<file path="src/rtl/bwa_pkg.sv">
package bwa_pkg;

  typedef enum logic [1:0] {
    SZ_LONG = 2'd0,
    SZ_HALF = 2'd1,
    SZ_QUAR = 2'd2
  } size_e;

  function automatic logic [2:0] beats_of(size_e s);
    case (s)
      SZ_HALF: return 3'd2;
      SZ_QUAR: return 3'd4;
      default: return 3'd1;
    endcase
  endfunction

  // slice slot carried by beat position idx, given beat count and order
  function automatic logic [1:0] slot_of(logic [1:0] idx, logic [2:0] n, logic big);
    logic [2:0] rev;
    rev = n - 3'd1 - {1'b0, idx};
    return big ? rev[1:0] : idx;
  endfunction

endpackage

</file>
<file path="src/rtl/bwa_cfg.sv">
module bwa_cfg
  import bwa_pkg::*;
(
  input  logic       clk,
  input  logic       rst,
  input  logic [1:0] size_in,
  input  logic       big_in,
  output size_e      size_q,
  output logic       big_q
);

  always_ff @(posedge clk) begin
    if (rst) begin
      case (size_in)
        2'd1:    size_q <= SZ_HALF;
        2'd2:    size_q <= SZ_QUAR;
        default: size_q <= SZ_LONG;
      endcase
      big_q <= big_in;
    end
  end


  cfg_hold_chk: assert property (@(posedge clk) disable iff (rst)
    !$past(rst) |-> ($stable(size_q) && $stable(big_q)));

endmodule

</file>
<file path="src/rtl/bwa_unpack.sv">
module bwa_unpack
  import bwa_pkg::*;
#(
  parameter int WORD_W = 36
) (
  input  logic              clk,
  input  logic              rst,
  input  logic              prst,
  input  size_e             size,
  input  logic              big,
  input  logic [WORD_W-1:0] word_i,
  input  logic              valid_i,
  output logic              ready_o,
  input  logic              en_i,
  output logic              avail_o,
  output logic [WORD_W-1:0] data_o
);

  localparam int HALF_W = WORD_W / 2;
  localparam int QUAR_W = WORD_W / 4;

  logic [1:0] idx;
  logic [2:0] n;
  logic [1:0] slot;
  logic       last;
  logic       take;

  assign n    = beats_of(size);
  assign last = ({1'b0, idx} == (n - 3'd1));
  assign slot = slot_of(idx, n, big);
  assign take = en_i & valid_i;

  always_ff @(posedge clk) begin
    if (rst || prst) begin
      idx <= '0;
    end else if (take) begin
      idx <= last ? 2'd0 : idx + 2'd1;
    end
  end

  always_comb begin
    data_o = '0;
    case (size)
      SZ_HALF: data_o[HALF_W-1:0] = word_i[slot[0]*HALF_W +: HALF_W];
      SZ_QUAR: data_o[QUAR_W-1:0] = word_i[slot*QUAR_W +: QUAR_W];
      default: data_o = word_i;
    endcase
  end

  assign ready_o = take & last;
  assign avail_o = valid_i;


  pop_needs_head_chk: assert property (@(posedge clk) disable iff (rst)
    ready_o |-> (valid_i && en_i));


  beat_range_chk: assert property (@(posedge clk) disable iff (rst)
    ({1'b0, idx} < n));


  rd_prst_clear_chk: assert property (@(posedge clk) disable iff (rst)
    prst |=> (idx == 2'd0));

endmodule

</file>
<file path="src/rtl/bwa_pack.sv">
module bwa_pack
  import bwa_pkg::*;
#(
  parameter int WORD_W = 36
) (
  input  logic              clk,
  input  logic              rst,
  input  logic              prst,
  input  size_e             size,
  input  logic              big,
  input  logic              en_i,
  input  logic [WORD_W-1:0] data_i,
  output logic              ready_o,
  output logic [WORD_W-1:0] word_o,
  output logic              valid_o,
  input  logic              wready_i
);

  localparam int HALF_W = WORD_W / 2;
  localparam int QUAR_W = WORD_W / 4;

  logic [WORD_W-1:0] acc;
  logic [WORD_W-1:0] merged;
  logic [1:0]        idx;
  logic [2:0]        n;
  logic [1:0]        slot;
  logic              last;
  logic              take;

  assign n    = beats_of(size);
  assign last = ({1'b0, idx} == (n - 3'd1));
  assign slot = slot_of(idx, n, big);

  always_comb begin
    merged = acc;
    case (size)
      SZ_HALF: merged[slot[0]*HALF_W +: HALF_W] = data_i[HALF_W-1:0];
      SZ_QUAR: merged[slot*QUAR_W +: QUAR_W] = data_i[QUAR_W-1:0];
      default: merged = data_i;
    endcase
  end

  assign ready_o = last ? wready_i : 1'b1;
  assign take    = en_i & ready_o;
  assign valid_o = en_i & last;
  assign word_o  = merged;

  always_ff @(posedge clk) begin
    if (rst || prst) begin
      idx <= '0;
      acc <= '0;
    end else if (take) begin
      idx <= last ? 2'd0 : idx + 2'd1;
      acc <= last ? '0 : merged;
    end
  end


  push_on_beat_chk: assert property (@(posedge clk) disable iff (rst)
    valid_o |-> en_i);


  stall_hold_chk: assert property (@(posedge clk) disable iff (rst || prst)
    (valid_o && !wready_i) |=> $stable(idx));


  wr_prst_clear_chk: assert property (@(posedge clk) disable iff (rst)
    prst |=> (idx == 2'd0 && acc == '0));

endmodule

</file>
<file path="src/rtl/bus_width_adapter.sv">
module bus_width_adapter
  import bwa_pkg::*;
#(
  parameter int WORD_W = 36
) (
  input  logic              clk,
  input  logic              rst,
  input  logic              prst,
  input  logic [1:0]        cfg_size,
  input  logic              cfg_big,
  input  logic [WORD_W-1:0] fifo_rd_word,
  input  logic              fifo_rd_valid,
  output logic              fifo_rd_ready,
  input  logic              port_rd_en,
  output logic              port_rd_avail,
  output logic [WORD_W-1:0] port_rd_data,
  input  logic              port_wr_en,
  input  logic [WORD_W-1:0] port_wr_data,
  output logic              port_wr_ready,
  output logic [WORD_W-1:0] fifo_wr_word,
  output logic              fifo_wr_valid,
  input  logic              fifo_wr_ready
);

  size_e size_q;
  logic  big_q;

  bwa_cfg cfg_i (
    .clk     (clk),
    .rst     (rst),
    .size_in (cfg_size),
    .big_in  (cfg_big),
    .size_q  (size_q),
    .big_q   (big_q)
  );

  bwa_unpack #(.WORD_W(WORD_W)) unpack_i (
    .clk     (clk),
    .rst     (rst),
    .prst    (prst),
    .size    (size_q),
    .big     (big_q),
    .word_i  (fifo_rd_word),
    .valid_i (fifo_rd_valid),
    .ready_o (fifo_rd_ready),
    .en_i    (port_rd_en),
    .avail_o (port_rd_avail),
    .data_o  (port_rd_data)
  );

  bwa_pack #(.WORD_W(WORD_W)) pack_i (
    .clk      (clk),
    .rst      (rst),
    .prst     (prst),
    .size     (size_q),
    .big      (big_q),
    .en_i     (port_wr_en),
    .data_i   (port_wr_data),
    .ready_o  (port_wr_ready),
    .word_o   (fifo_wr_word),
    .valid_o  (fifo_wr_valid),
    .wready_i (fifo_wr_ready)
  );


  wr_pass_chk: assert property (@(posedge clk) disable iff (rst)
    (size_q == SZ_LONG) |-> (fifo_wr_valid == port_wr_en && fifo_wr_word == port_wr_data));

endmodule

</file>
<file path="config.mk">
export PLATFORM = sky130hd
export DESIGN_NAME = bus_width_adapter
export DESIGN_NICKNAME = d
export VERILOG_FILES = /design/src/rtl/bwa_pkg.sv /design/src/rtl/bwa_cfg.sv /design/src/rtl/bwa_unpack.sv /design/src/rtl/bwa_pack.sv /design/src/rtl/bus_width_adapter.sv
export SDC_FILE = /design/constraint.sdc
export NUM_CORES = 1
export LEC_CHECK = 0
export CORE_MARGIN = 2
export CORE_UTILIZATION = 31
export CTS_BUF_LIST = sky130_fd_sc_hd__clkbuf_8
export DETAILED_ROUTE_END_ITERATION = 7
export PLACE_DENSITY = 0.72
export SYNTH_ARGS = -nofsm -noshare
export SYNTH_HDL_FRONTEND = slang
export SYNTH_SLANG_ARGS = --single-unit
</file>
<file path="constraint.sdc">
create_clock -name clk -period 4 [get_ports clk]
set_clock_uncertainty 0.1 [all_clocks]
set_input_delay 1 -clock clk [delete_from_list [all_inputs] [get_ports clk]]
set_output_delay 1 -clock clk [all_outputs]
set_load 0.02 [all_outputs]
</file>
==> metrics.md, run 1 <==
| Metric | Value |
|---|---|
| Post-Layout Cell Count | between 800 and 900 |
| HPWL after DPL | 10690 um |
| Grt met1 use | 28.84% |
| Slew HR | 55.54% |
| Critical Path RT | 2.90 ns |
| Post-synthesis instance total | ~460 |
| Yosys cell types | between 60 and 70 |
| Clk Latency, worst-skew pair | slightly above 0.3 ns |
| Clock H-tree levels | 2 |
| Routed wire length per instance | 18.41 um |
| ANT nets after route | 0 |
| Drt first pass iters | 5 |
| Util after Layout | between 50 and 60% |
| Crit path time final | about 4.2 ns |
| Clock sink count | between 40 and 50 |
| Synthesized area | around 3900 um^2 |
| Root Driver | clkbuf_8 |
| CP top delay family | compound AO/OA/AOI/OAI gates |
| Async SR Flop Fraction | 0% |
| GPL Wtd Cong | around 0.9 |
| Most common cell after layout, fill and taps aside | clkdlybuf4s50_1 |
| GRT Total Usage | 21.69% |
| Initial antenna violation count | 0 |
| Fill cells | ~1100 |
| Residual DRC count | 0 |
| Cell breakdown of the critical path | inv_2 -> ha_4 -> ha_4 -> xor2_2 -> nand2_2 -> xnor2_2 -> ha_1 -> nand2_2 -> nor2_4 -> a211o_4 -> a221oi_4 -> a2bb2oi_2 -> buf_4 |
| Slew Limit Fails | 0 |
| Core area | between 10000 and 15000 um^2 |
| Most Crowded Layer GR | met2 |
| Hold Slack | between 0.3 and 0.4 ns |
| HP Class | flip-flop to flip-flop |
| Reg clk slew, reported paths | 0.09 ns |
| Worst-margin pin slew | approximately 0.66 ns |
| Synth top area cells | dfxtp_1 (20%), a22o_1 (9.9%), o21ai_0 (4.9%) |
| CP bufs+invs | 2 |
| Register area share after synthesis | 22.78% |
| Most frequent cells in the layout | clkdlybuf4s50_1 (103), buf_4 (78), a22o_1 (44) |
| Fmax | 0.2390 GHz |
| Final wirelength | approximately 15000 um |
| Fin crit share | 104.6% |
| FF+latch count, synth | 43 |
| Share of cells above drive strength 1 | 31.37% |
| Max Cap Violations | 0 |
| Die X | around 120 um |
| EDFF count, synth | 3 |
| Final Worst Setup Slack | -0.1843 ns |
| Place WS | -0.4731 ns |
| P_leak | 2.688 nW |
| Worst vdd ir | around 0.00016 V |
| Setup CP Type | flip-flop to output pin |
| Met3 Use GR | under 10% |
| Fin nets | ~750 |
| CTS Buffer Depth | 2 |
| Ys flop type | dfxtp_1 |
| Port bufs | about 160 |
| Flop2flop setup slack | approximately 0.98 ns |
| Cell area power density | 309.8 nW/um^2 |
| Final setup fails | 17 |
| Via count | about 4700 |
| Failing checks | negative setup slack |
| Inserted Clock Buffers | 5 |
| Initial Util | a little under a third |
| Peak fanout along the critical path | 5 |
| Die H | between 100 and 150 um |
| CTS tree | yes |
| Outcome | finished, violations left |
| Max incr delay on CP | between 0.4 and 0.5 ns |
| Crit. End Element | output pin |
| Share of the synthesized area in the top cell type | between 20% and 30% |
| Crit path DAT | between 3 and 4 ns |
| IO Count | between 150 and 200 |
| Syn nets | ~550 |
| Final-report hold violation count | 0 |
| Largest net degree at the start of global routing | 74 |
| # rows | 41 |
| Critical path launch point type | flip-flop |
| First-pass GRT wire length | roughly 24000 um |
| GR Overflow Total | 0 |
| Starting DRT DRC Count | between 300 and 400 |
| Die area | around 14000 um^2 |
| Area growth syn-to-layout | 67.14% |
| Met2 Usage GRT | 36.47% |
| Synth warn | 0 |
| Crit-path slowest cell | edfxtp_1 |
| Syn avg cell area | about 8.4 um^2 |
| Number of global-route vias before repair | roughly 4600 |
| RSZ-0062 raised after global routing | yes |
| # diodes | 0 |
| Placed Instances | between 800 and 900 |
| Area leader, netlist | dfxtp_1 |
| Vias/cell | 5.637 |
where the power goes:
| part | leakage, nW | internal, W | total [W] | switching, W |
|---|---|---|---|---|
| clock | 0.0548 | 0.000189 | 0.000369 | 0.000181 |
| sequential | 0.353 | 0.000451 | 0.000465 | 0.0000139 |
| combinational | 2.28 | 0.000563 | 0.00119 | 0.000628 |
| total | 2.69 | 0.00120 | 0.00202 | 0.000823 |
cells by family after synthesis:
group | after synthesis | synth area share (%)
AO/OA/AOI/OAI | 216 | 43.46
XOR/XNOR | 11 | 3.488
multiplexers | 18 | 5.376
buffers and inverters | 51 | 6.720
adder cells (fa/ha/maj) | 7 | 2.240
flip-flops | 43 | 22.78
AND/OR/NAND/NOR | 118 | 15.94
final cells by class:
| class | count | area (um^2) | area share, % |
|---|---|---|---|
| Clock inverter | 3 | 46.29 | 0.7084 |
| Inverter | 14 | 52.55 | 0.8041 |
| Timing Repair Buffer | 227 | 2066 | 31.61 |
| Clock buffer | 5 | 68.82 | 1.053 |
| Sequential cell | 43 | 890.9 | 13.63 |
| Multi-Input combinational cell | 371 | 3196 | 48.90 |
| Tap cell | 172 | 215.2 | 3.293 |
layer usage:
layer  up-vias  wire length [um]
met1      2311              6716
li1       2191                 -
met4         0               325
met2       169              7478
met5         -                 0
met3        36               849
registers in the layout (all words and copies together), names as in the netlist:
name and flops:
pack_i.acc 36, cfg_i.size_q 2, pack_i.idx 2, unpack_i.idx 2
cfg_i.big_q 1
cells in the mapped netlist, types with 9 or more instances:
library cell / instances
nand2_1: 46
a22o_1: 44
dfxtp_1: 40
o21ai_0: 38
and2_1: 19
a22oi_1: 17
a21oi_1: 14
clkbuf_1: 14
nand2b_1: 14
a221o_1: 13
inv_1: 13
a31oi_1: 12
a21o_1: 9
a2bb2oi_1: 9
buf_2: 9
o2bb2ai_1: 9
worst register-to-register path: stages, from the launching register on:
cell	delay (ns)
edfxtp_1	0.45
buf_4	0.16
buf_4	0.12
inv_1	0.05
ha_1	0.24
buf_4	0.19
a21boi_1	0.12
a2111oi_4	0.64
buf_4	0.41
o21ai_0	0.19
o21ai_0	0.17
o2bb2ai_1	0.12
per-stage QoR:
stage	TNS [ns]	total power [W]	cell area, um^2
2_1_floorplan	0	0.001059	3910
3_3_place_gp	-10.77	0.001511	5862
3_5_place_dp	-13.60	0.001530	5862
4_1_cts	-0.7887	0.001895	6112
5_1_grt	-4.512	0.002123	6535
6_report	-1.335	0.002025	6535
timing repair:
action	4_1_cts	5_1_grt
hold endpoints to repair	0	0
setup endpoints to repair	54	54
buffers inserted	13	7
pin swaps	19	28
resized for setup	248	92
gates cloned	1	3
hold buffers	0	0
worst paths after layout:
check / start / endpoint / depth (start not counted)
setup / recovery: cfg_i.size_q[0] / fifo_wr_word[18] / 13
hold / removal: pack_i.acc[23] / pack_i.acc[23] / 1
setup reg to reg: cfg_i.size_q[1] / pack_i.acc[24] / 11
hold reg to reg: pack_i.acc[23] / pack_i.acc[23] / 1
Note: power is estimated with default switching activity, not from simulation.
==> inputs of run 2 (changes only) <==
CORE_MARGIN = default   (was 2)
==> run 2 against run 1 <==
Count of clock-buffer cells in the layout is the same. Clock power shrank 16%. The run still ends with negative setup slack left. Hold slack gained 0.00098 ns. Combinational power grew 4%. Global-route usage grew 0.42 points. Routed wire length grew 3.7%. Sequential cell count is the same. Via count grew 2.4%. Critical path type unchanged. Register-to-register slack lost 0.08 ns. Utilization grew 2.4 points.
==> metrics.md, run 2 (same netlist as run 1, synthesis figures left out) <==
| Metric | Value |
|---|---|
| ANT nets after route | 0 (unchanged) |
| Sw power | 0.0008381 W (was 0.0008227 W) |
| # rows | 40 (was 41) |
| Internal power | 0.001177 W (was 0.001202 W) |
| Clk pwr share | 15.4% (was 18.2%) |
| P_leak | 2.742 nW (was 2.688 nW) |
| CTS tree | yes (unchanged) |
| Clock H-tree levels | 2 (unchanged) |
| HPWL after DPL | 10590 um (was 10690 um) |
| Critical path launch point type | flip-flop (unchanged) |
| Root Driver | clkbuf_8 (unchanged) |
| GR Overflow Total | 0 (unchanged) |
| Slew HR | 54.88% (was 55.54%) |
| Met3 Use GR | 4.182% (was 3.166%) |
| Max FFs per register | 36 (unchanged) |
| Crit path time final | 4.245 ns (was 4.184 ns) |
| Final wirelength | 15940 um (was 15370 um) |
| CP bufs+invs | 1 (was 2) |
| Max Cap Violations | 0 (unchanged) |
| Die H | 114.3 um (was 116.3 um) |
| Die X | 114.3 um (was 116.3 um) |
| Most common cell after layout, fill and taps aside | clkdlybuf4s50_1 (unchanged) |
| Hold Slack | 0.3799 ns (was 0.3789 ns) |
| Reg clk slew, reported paths | 0.10 ns (was 0.09 ns) |
| Max incr delay on CP | 0.45 ns (was 0.41 ns) |
| IO Count | 158 (unchanged) |
| CP top delay family | compound AO/OA/AOI/OAI gates (unchanged) |
| Number of global-route vias before repair | 4583 (was 4630) |
| Most Crowded Layer GR | met2 (unchanged) |
| Critical Path RT | 2.90 ns (about the same) |
| Placed Area | 5884 um^2 (was 5862 um^2) |
| Routed wire length per instance | 18.98 um (was 18.41 um) |
| RSZ-0062 raised after global routing | yes (unchanged) |
| Final instance area | 6663 um^2 (was 6535 um^2) |
| Flop2flop setup slack | 0.90 ns (was 0.98 ns) |
| Cell area power density | 302.5 nW/um^2 (was 309.8 nW/um^2) |
| Fin nets | 760 (was 751) |
| Final-report hold violation count | 0 (unchanged) |
| Clock sink count | 43 (unchanged) |
| Starting DRT DRC Count | 315 (was 362) |
| Fmax | 0.2356 GHz (was 0.2390 GHz) |
| Die area | 13070 um^2 (was 13530 um^2) |
| Share of cells above drive strength 1 | 31.85% (was 31.37%) |
| Setup CP Type | flip-flop to output pin (unchanged) |
| Largest net degree at the start of global routing | 74 (unchanged) |
| Setup tns final | -5.662 ns (was -1.335 ns) |
| Area growth syn-to-layout | 70.40% (was 67.14%) |
| Worst vdd ir | 0.0001633 V (was 0.0001643 V) |
| Drt first pass iters | 6 (was 5) |
| Inserted Clock Buffers | 5 (unchanged) |
| First-pass GRT wire length | 22930 um (was 23520 um) |
| Crit path DAT | 3.15 ns (was 3.08 ns) |
| Failing checks | negative setup slack (unchanged) |
| Crit. End Element | output pin (unchanged) |
| Levels on crit path | 12 (was 13) |
| Peak fanout along the critical path | 6 (was 5) |
| R2R depth | 13 (was 11) |
| Most frequent cells in the layout | clkdlybuf4s50_1 (103), buf_4 (75), nand2_1 (44), a22o_1 (44), dfxtp_1 (40) (was clkdlybuf4s50_1 (103), buf_4 (78), a22o_1 (44)) |
| HP Class | flip-flop to flip-flop (unchanged) |
| GPL Wtd Cong | 0.8635 (was 0.9001) |
| Final setup fails | 40 (was 17) |
| Largest register by flop count | pack_i.acc (unchanged) |
| Met2 Usage GRT | 37.13% (was 36.47%) |
| Port bufs | 157 (unchanged) |
| Hold Path Stages | 1 (unchanged) |
| Clk Latency, worst-skew pair | 0.31 ns (about the same) |
| Sw frac | 41.59% (was 40.63%) |
| Fin crit share | 106.1% (was 104.6%) |
| Worst-margin pin slew | 0.6769 ns (was 0.6629 ns) |
| CTS Buffer Depth | 2 (unchanged) |
| Vias/cell | 5.740 (was 5.637) |
| Cell breakdown of the critical path | ha_4 -> ha_4 -> xor2_2 -> nand2_1 -> xnor2_2 -> ha_1 -> nand2_2 -> nor2_2 -> a211o_4 -> a221oi_2 -> a2bb2oi_1 -> buf_2 (was inv_2 -> ha_4 -> ha_4 -> xor2_2 -> nand2_2 -> xnor2_2 -> ha_1 -> nand2_2 -> nor2_4 -> a211o_4 -> a221oi_4 -> a2bb2oi_2 -> buf_4) |
| Via count | 4822 (was 4707) |
| Core area | 12160 um^2 (was 12470 um^2) |
| Slew Limit Fails | 0 (unchanged) |
| Outcome | finished, violations left (unchanged) |
| Initial Util | 32.15% (was 31.37%) |
| Initial antenna violation count | 0 (unchanged) |
| Crit-path slowest cell | edfxtp_1 (unchanged) |
| Comb pwr share | 61.4% (was 58.8%) |
| Sequential share of power | 23.1% (was 23.0%) |
| GRT Total Usage | 22.12% (was 21.69%) |
| # diodes | 0 (unchanged) |
| CP most frequent cell | ha_4 |
| Final Worst Setup Slack | -0.2452 ns (was -0.1843 ns) |
| Residual DRC count | 0 (unchanged) |
| Grt met1 use | 28.24% (was 28.84%) |
## run 2: changes by cell type in the layout (fill, tap and decap cells not counted), sizes merged
| cell | before | now |
|---|---|---|
| a211o | 3 | 2 |
| clkbuf | 10 | 9 |
| dlymetal6s2s | 4 | 0 |
| clkdlybuf4s15 | 2 | 0 |
| buf | 113 | 121 |
| dlygate4sd2 | 0 | 9 |
| inv | 15 | 16 |
| bufinv | 1 | 0 |
## run 2: metrics by stage
step	worst slack [ns]	util, %	total power [W]	cells
finish	-0.2452	54.78	0.002015	840
global route	-0.3802	54.78	0.002101	840
CTS	-0.1447	51.08	0.001881	826
detailed placement	-0.4447	48.38	0.001534	802
global placement	-0.3870	48.38	0.001516	802
floorplan	0.06423	-	0.001059	464
## run 2: what timing repair did
| action | in CTS | in global routing |
|---|---|---|
| pin swaps | 21 | 33 |
| hold buffers | 0 | 0 |
| buffers inserted | 15 | 14 |
| cloned | 1 | 5 |
| setup endpoints to repair | 54 | 51 |
| resized for setup | 260 | 83 |
## run 2: worst paths after layout
kind                        start               end
hold / removal     pack_i.acc[20]    pack_i.acc[20]
hold reg to reg    pack_i.acc[20]    pack_i.acc[20]
setup reg to reg  cfg_i.size_q[1]     pack_i.acc[9]
setup / recovery  cfg_i.size_q[1]  fifo_wr_word[18]
## run 2: worst register-to-register path, cell delays in order, from the launching register on
cell and delay (ns):
edfxtp_1 0.45, ha_4 0.28, ha_4 0.17, xor2_2 0.19
nand2_1 0.12, xnor2_2 0.17, buf_4 0.15, buf_4 0.13
ha_4 0.16, nand2b_4 0.15, buf_4 0.13, a211oi_1 0.23
o21a_1 0.41, a22o_1 0.20
## run 2: cell type report
type,instances,area [um^2]
fill,1097,5499
multi-input combinational,370,3161
timing repair buffer,237,2257
sequential,43,890.9
tap,168,210.2
clock buffer,5,68.82
inverter,14,52.55
clock inverter,3,22.52
## run 2: power groups by stage
stage | logic, W | registers [W] | clock network [W]
final | 0.00124 | 0.000466 | 0.000311
after global routing | 0.00131 | 0.000468 | 0.000326
after CTS | 0.00110 | 0.000465 | 0.000319
after detailed placement | 0.00106 | 0.000474 | 0
after global placement | 0.00104 | 0.000473 | 0
after floorplan | 0.000589 | 0.000470 | 0
## run 2: per-layer routing
layer	up-vias	routed length [um]
li1	2203	-
met1	2362	6775
met2	231	7835
met3	26	1113
met4	0	216
met5	-	0
